===== config.mk =====
export PLATFORM = sky130hd
export DESIGN_NAME = zero_run_detector
export DESIGN_NICKNAME = d
export VERILOG_FILES = /design/src/rtl/zdet_pkg.sv /design/src/rtl/zdet_datapath.sv /design/src/rtl/zdet_control.sv /design/src/rtl/zero_run_detector.sv
export SDC_FILE = /design/constraint.sdc
export NUM_CORES = 1
export LEC_CHECK = 0
export CELL_PAD_IN_SITES_DETAIL_PLACEMENT = 2
export CELL_PAD_IN_SITES_GLOBAL_PLACEMENT = 2
export CORE_ASPECT_RATIO = 2
export CORE_MARGIN = 5
export CORE_UTILIZATION = 32
export CTS_CLUSTER_SIZE = 28
export DETAILED_ROUTE_END_ITERATION = 6
export DONT_BUFFER_PORTS = 1
export GPL_TIMING_DRIVEN = 0
export PLACE_DENSITY_LB_ADDON = 0.1
export SLEW_MARGIN = 30
export SYNTH_ARGS = -nofsm -noshare
export SYNTH_HDL_FRONTEND = slang
export SYNTH_SLANG_ARGS = --single-unit

===== constraint.sdc =====
create_clock -name clk -period 1.6 [get_ports clk]
set_input_delay 0.4 -clock clk [delete_from_list [all_inputs] [get_ports clk]]
set_output_delay 0.4 -clock clk [all_outputs]
set_load 0.02 [all_outputs]

===== src/rtl/zdet_pkg.sv =====
package zdet_pkg;
  localparam int NUM_CH = 2;
  localparam int CH_L   = 0;
  localparam int CH_R   = 1;

  typedef struct packed {
    logic [NUM_CH-1:0] advance;
    logic [NUM_CH-1:0] clear;
  } runStrobe_t;

  typedef enum logic [1:0] {
    FLAG_OFF   = 2'b00,
    FLAG_SPLIT = 2'b01,
    FLAG_BOTH  = 2'b10,
    FLAG_ANY   = 2'b11
  } flagMode_e;
endpackage


===== src/rtl/zdet_datapath.sv =====
module zdet_datapath
  import zdet_pkg::*;
#(
  parameter int SAMPLE_W = 24,
  parameter int RUN_LEN  = 1024
) (
  input  logic                clk,
  input  logic                rstN,
  input  logic [SAMPLE_W-1:0] sampleLeft,
  input  logic [SAMPLE_W-1:0] sampleRight,
  input  runStrobe_t          strobe,
  output logic [NUM_CH-1:0]   isZero,
  output logic [NUM_CH-1:0]   detect
);
  localparam int CNT_W = $clog2(RUN_LEN + 1);
  localparam logic [CNT_W-1:0] FULL = CNT_W'(RUN_LEN);

  logic [SAMPLE_W-1:0] chSample [NUM_CH];
  assign chSample[CH_L] = sampleLeft;
  assign chSample[CH_R] = sampleRight;

  for (genvar ch = 0; ch < NUM_CH; ch++) begin : g_chan
    logic [CNT_W-1:0] runCnt;

    assign isZero[ch] = (chSample[ch] == '0);

    always_ff @(posedge clk or negedge rstN) begin
      if (!rstN) begin
        runCnt <= '0;
      end else if (strobe.clear[ch]) begin
        runCnt <= '0;
      end else if (strobe.advance[ch] && (runCnt != FULL)) begin
        runCnt <= runCnt + 1'b1;
      end
    end

    assign detect[ch] = (runCnt == FULL);

    // a detection survives further zeros (no wrap)
    a_r5_no_wrap : assert property (@(posedge clk) disable iff (!rstN)
      (detect[ch] && !strobe.clear[ch]) |=> detect[ch]);

    // a clear strobe always drops the detection
    a_r4_clear_drops : assert property (@(posedge clk) disable iff (!rstN)
      strobe.clear[ch] |=> !detect[ch]);

    // detection may only rise after a counted zero sample
    a_r2_rise_on_zero : assert property (@(posedge clk) disable iff (!rstN)
      $rose(detect[ch]) |-> $past(strobe.advance[ch]));
  end
endmodule


===== src/rtl/zdet_control.sv =====
module zdet_control
  import zdet_pkg::*;
(
  input  logic              clk,
  input  logic              rstN,
  input  logic              sampleValid,
  input  logic [NUM_CH-1:0] isZero,
  input  logic [NUM_CH-1:0] detect,
  input  logic [1:0]        flagMode,
  input  logic              autoMuteEn,
  output runStrobe_t        strobe,
  output logic              flagLeft,
  output logic              flagRight,
  output logic              muteReq
);
  flagMode_e modeSel;
  assign modeSel = flagMode_e'(flagMode);

  always_comb begin
    strobe.advance = {NUM_CH{sampleValid}} & isZero;
    strobe.clear   = {NUM_CH{sampleValid}} & ~isZero;
  end

  logic bothSilent;
  logic anySilent;
  assign bothSilent = &detect;
  assign anySilent  = |detect;

  always_comb begin
    unique case (modeSel)
      FLAG_OFF: begin
        flagLeft  = 1'b0;
        flagRight = 1'b0;
      end
      FLAG_SPLIT: begin
        flagLeft  = detect[CH_L];
        flagRight = detect[CH_R];
      end
      FLAG_BOTH: begin
        flagLeft  = bothSilent;
        flagRight = bothSilent;
      end
      default: begin
        flagLeft  = anySilent;
        flagRight = anySilent;
      end
    endcase
  end

  assign muteReq = autoMuteEn & anySilent;

  for (genvar ch = 0; ch < NUM_CH; ch++) begin : g_chk
    // no strobe of either kind without a valid sample
    a_r3_idle_quiet : assert property (@(posedge clk) disable iff (!rstN)
      !sampleValid |-> !(strobe.advance[ch] || strobe.clear[ch]));
    // advance and clear never together
    a_r4_exclusive : assert property (@(posedge clk) disable iff (!rstN)
      !(strobe.advance[ch] && strobe.clear[ch]));
  end

  // flags off in mode 00
  a_r6_off_low : assert property (@(posedge clk) disable iff (!rstN)
    (flagMode == 2'b00) |-> !(flagLeft || flagRight));
  // combined modes drive both pins alike
  a_r8_pins_match : assert property (@(posedge clk) disable iff (!rstN)
    flagMode[1] |-> (flagLeft == flagRight));
  // mute gated by enable
  a_r10_mute_gated : assert property (@(posedge clk) disable iff (!rstN)
    !autoMuteEn |-> !muteReq);
  // mute requires a detection somewhere
  a_r10_mute_cause : assert property (@(posedge clk) disable iff (!rstN)
    muteReq |-> (detect != '0));
endmodule


===== src/rtl/zero_run_detector.sv =====
module zero_run_detector
  import zdet_pkg::*;
#(
  parameter int SAMPLE_W = 24,
  parameter int RUN_LEN  = 1024
) (
  input  logic                clk,
  input  logic                rstN,
  input  logic                sampleValid,
  input  logic [SAMPLE_W-1:0] sampleLeft,
  input  logic [SAMPLE_W-1:0] sampleRight,
  input  logic [1:0]          flagMode,
  input  logic                autoMuteEn,
  output logic                zeroFlagLeft,
  output logic                zeroFlagRight,
  output logic                muteReq
);
  runStrobe_t        strobe;
  logic [NUM_CH-1:0] isZero;
  logic [NUM_CH-1:0] detect;

  zdet_control u_ctrl (
    .clk        (clk),
    .rstN       (rstN),
    .sampleValid(sampleValid),
    .isZero     (isZero),
    .detect     (detect),
    .flagMode   (flagMode),
    .autoMuteEn (autoMuteEn),
    .strobe     (strobe),
    .flagLeft   (zeroFlagLeft),
    .flagRight  (zeroFlagRight),
    .muteReq    (muteReq)
  );

  zdet_datapath #(
    .SAMPLE_W(SAMPLE_W),
    .RUN_LEN (RUN_LEN)
  ) u_dp (
    .clk        (clk),
    .rstN       (rstN),
    .sampleLeft (sampleLeft),
    .sampleRight(sampleRight),
    .strobe     (strobe),
    .isZero     (isZero),
    .detect     (detect)
  );
endmodule


==> Flow_metrics.wiki <==
{| class="wikitable"
! Metric !! Value
|-
| Outcome || finished, violations left
|-
| Violated checks || negative setup slack
|-
| Total count of hold-check failures in the final report || 0
|-
| Ratio of cells with drive above 1 in the final layout || 27.2%
|-
| Tightest Pin Transition || 0.541 ns
|-
| Slew Limit Headroom || 63.9%
|-
| Clock sink count || 22
|-
| GRT Util Overall || 17.4%
|-
| Post-synthesis register bit count || 22
|-
| Number of design-rule violations left by the first detailed-router iteration || 35
|-
| Post-synth top area cell || sky130_fd_sc_hd__dfrtp_1
|-
| Die outline area || 6380 sq um
|-
| Number of buffers added on ports || 0
|-
| Cts bufs inserted || 3
|-
| First-pass iteration count of the detailed router || 4
|-
| Critical Path End Type || primary output
|-
| Net switching component of the power || 0.234 mW
|-
| Number of I/O pins || 57
|-
| Standard-cell row count || 35
|-
| Cell with the most instances after synthesis || sky130_fd_sc_hd__dfrtp_1
|-
| Signed area change from the synthesized netlist to the final layout || 20.3%
|-
| Syn_nets || 230
|-
| Maximum root-to-sink buffer count || 2
|-
| Portion of the post-synthesis area used by sequential elements || 35.8%
|-
| Number of setup violations in the final report || 6
|-
| Kind of start point of the critical path || register
|-
| Largest net degree at the start of global routing || 23
|-
| Data arrival at the endpoint of the critical path || 1.66 ns
|-
| Standby leakage power || 0.671 nW
|-
| Effective utilization at floorplan || 33.1%
|-
| GRT Residual Overflow || 0
|-
| Crit path setup slack, layout || -0.464 ns
|-
| Clock Root Buffer || sky130_fd_sc_hd__clkbuf_8
|-
| Post-synth top cells || sky130_fd_sc_hd__dfrtp_1 (22), sky130_fd_sc_hd__inv_1 (17), sky130_fd_sc_hd__nor4_1 (14)
|-
| Detail-routed via count per cell || 6.23
|-
| Type of the worst setup path || reg -> out
|-
| Cell-by-cell listing of the critical path || inv_2, ha_4, nor4b_4, and4_4, a22oi_2, nor2_4
|-
| Unrepaired setup endpoints after global routing || yes
|-
| Level count of the clock H-tree || 1
|-
| Flop2flop setup slack || -0.15 ns
|-
| Number of global-route vias before repair || 1,721
|-
| Worst hold slack || 0.102 ns
|-
| Internal Pwr Total || 0.792 mW
|-
| Largest voltage drop on the vdd net || 336 uV
|-
| Number of maximum-capacitance violations || 0
|-
| Die span in x || 59.0 microns
|-
| Area of the mapped netlist || 1540 sq um
|-
| Final period utilization || 129%
|-
| Synth top area share || 35.8%
|-
| Timing-limited maximum frequency || 484 MHz
|-
| CP required || 1.20 ns
|-
| Switching part of the total || 22.8%
|-
| Final nets || 243
|-
| Async SR Flop Fraction || 100%
|-
| Die height || 108 microns
|-
| Worst hold path type || in -> async
|-
| Final wirelength || 5320 microns
|-
| Final Wtd Congestion || 0.732
|-
| Per-cell routed wire length || 22.3 microns
|-
| Worst Reg2Reg Path Length in Cells || 8
|-
| Part of the power in the clock network || 40.4%
|-
| Routed Antenna Nets || 0
|-
| Beginning of the worst register-to-register path || u_dp.g_chan[0].runCnt[1]
|-
| Number of enable-type register cells in the synthesized netlist || 0
|-
| Final Slew Violations || 0
|-
| Slowest cell on crit path || sky130_fd_sc_hd__dfrtp_1
|-
| Ys flop type || sky130_fd_sc_hd__dfrtp_1
|-
| TritonCTS clock tree || yes
|-
| Mapped Avg Cell Area || 8.94 sq um
|-
| Ant. Diodes || 0
|-
| Max reg flops || 22
|-
| Placeable core area || 4640 sq um
|-
| Instance count of the mapped netlist || 172
|-
| Sequential group share of total power || 54.2%
|-
| First-pass GRT wire length || 8420 microns
|-
| Clock period minus final worst setup slack || 2.06 ns
|-
| Power density over cell area || 555 nW/um^2
|-
| Via count || 1,489
|-
| Count of distinct cell types in the synthesized netlist || 44
|-
| Crit path largest cell delay || 0.40 ns
|-
| Register with the highest flop count || u_dp.g_chan.runCnt
|-
| Pwr Total || 1.03 mW
|-
| Worst r2r dst || u_dp.g_chan[0].runCnt[1]
|-
| Count of unresolved DRC violations after routing || 0
|-
| Clk_skew || 0.00846 ns
|-
| Clock transition at the registers of the reported paths || 0.09 ns
|-
| Share of total power in combinational logic || 5.4%
|-
| Latest clock arrival within the worst-skew pair || 0.27 ns
|-
| Half-perimeter wire length after placement || 4150 microns
|-
| Synthesis warning total || 0
|-
| Biggest area contributors in the synthesized netlist || sky130_fd_sc_hd__dfrtp_1 (36%), sky130_fd_sc_hd__nor4_1 (5.7%), sky130_fd_sc_hd__a31oi_1 (4.5%), sky130_fd_sc_hd__inv_1 (4.1%), sky130_fd_sc_hd__ha_1 (3.3%)
|-
| Largest fanout on the critical path || 5
|-
| Largest registers in the final layout || u_dp.g_chan.runCnt x22
|-
| Antenna violations before repair || 0
|}
[layer usage]
metal / vias up / global-route usage (%) / share of wire [%]
met5: - / 0 / 0
met4: 0 / 6.81 / 1.9
met3: 12 / 2.51 / 1.7
met2: 27 / 36.0 / 61
met1: 772 / 15.6 / 35
li1: 678 / - / -
[how the worst max path moves through the flow]
stage | start | end | slack [ns] | cells past startpoint
final | u_dp.g_chan[0].runCnt[1] | zeroFlagLeft | -0.46 | 6
after floorplan | u_dp.g_chan[0].runCnt[0] | zeroFlagLeft | -0.09 | 7
after detailed placement | u_dp.g_chan[0].runCnt[0] | zeroFlagRight | -0.42 | 7
after CTS | u_dp.g_chan[0].runCnt[1] | zeroFlagLeft | -0.46 | 6
after global placement | u_dp.g_chan[1].runCnt[5] | zeroFlagRight | -0.40 | 4
after global routing | u_dp.g_chan[0].runCnt[1] | zeroFlagLeft | -0.54 | 6
[critical path, delay by kind of cell (launching register included)]
family | cells | cell delay, ns
AOI/OAI and AO/OA | 1 | 0.09
adders and majority gates | 1 | 0.13
buffers and inverters | 1 | 0.08
DFF | 1 | 0.40
and+or+nand+nor | 3 | 0.69
[cell type report]
| cell class | count | area (sq um) |
|---|---|---|
| tap | 55 | 68.8 |
| fill | 533 | 2790 |
| inverter | 18 | 67.6 |
| buffer | 6 | 35.0 |
| multi-input combinational | 125 | 1000 |
| timing repair buffer | 9 | 68.8 |
| sequential | 22 | 554 |
| clock buffer | 4 | 55.1 |
[cell families after synthesis]
logic type,count (synthesis),synth area share [%]
and+or+nand+nor,76,32.5
adders and majority gates,4,3.25
xor gates and xnor gates,4,2.28
AOI/OAI and AO/OA,36,15.9
DFF,22,35.8
muxes,5,3.25
buffers and inverters,25,6.92
[cells in the final DEF, fill, tap and decap left out, drive strengths merged, types with 2 or more instances in the layout]
| cell | synthesis | layout |
|---|---|---|
| inv | 18 | 18 |
| o2bb2ai | 2 | 2 |
| o31ai | 2 | 2 |
| or3 | 3 | 3 |
| nand2 | 5 | 5 |
| nor3 | 2 | 2 |
| a22oi | 2 | 2 |
| a31oi | 11 | 11 |
| or4 | 5 | 5 |
| ha | 4 | 4 |
| nor2 | 11 | 11 |
| nand2b | 4 | 4 |
| a21oi | 4 | 4 |
| and3 | 2 | 2 |
| clkbuf | 2 | 5 |
| nand4 | 9 | 9 |
| o21ai | 3 | 3 |
| nand3 | 8 | 8 |
| dfrtp | 22 | 22 |
| a41oi | 2 | 2 |
| and4 | 5 | 5 |
| o22ai | 8 | 8 |
| buf | 5 | 14 |
| or2 | 2 | 2 |
| nor4 | 14 | 14 |
| xnor2 | 3 | 3 |
| nor2b | 2 | 2 |
| mux2i | 5 | 5 |
[what timing repair did]
action | in CTS | in global routing
resized for setup | 16 | 4
pin swaps | 6 | 8
hold buffers | 1 | 0
endpoints found under the hold margin | 22 | 0
buffers inserted | 4 | 5
endpoints found under the setup margin | 13 | 10
[through the flow]
stage                     setup slack, ns  cell area [sq um]  util [%]  TNS, ns  std cells
final                              -0.464               1850      39.8    -1.69        239
after global placement             -0.403               1660      35.7    -1.97        227
after detailed placement           -0.421               1660      35.7    -2.70        227
after CTS                          -0.456               1810      38.9    -1.44        235
after floorplan                   -0.0880               1590         -   -0.234        172
after global routing               -0.537               1850      39.8    -2.17        239
[power by group through the flow]
stage               Combinational [mW]  Clock, mW  Sequential (mW)
global placement                0.0408          0            0.567
finish                          0.0556      0.415            0.555
detailed placement              0.0430          0            0.567
global route                    0.0624      0.448            0.555
CTS                             0.0575      0.421            0.555
floorplan                       0.0324          0            0.567
(Power assumes the default switching activity.)
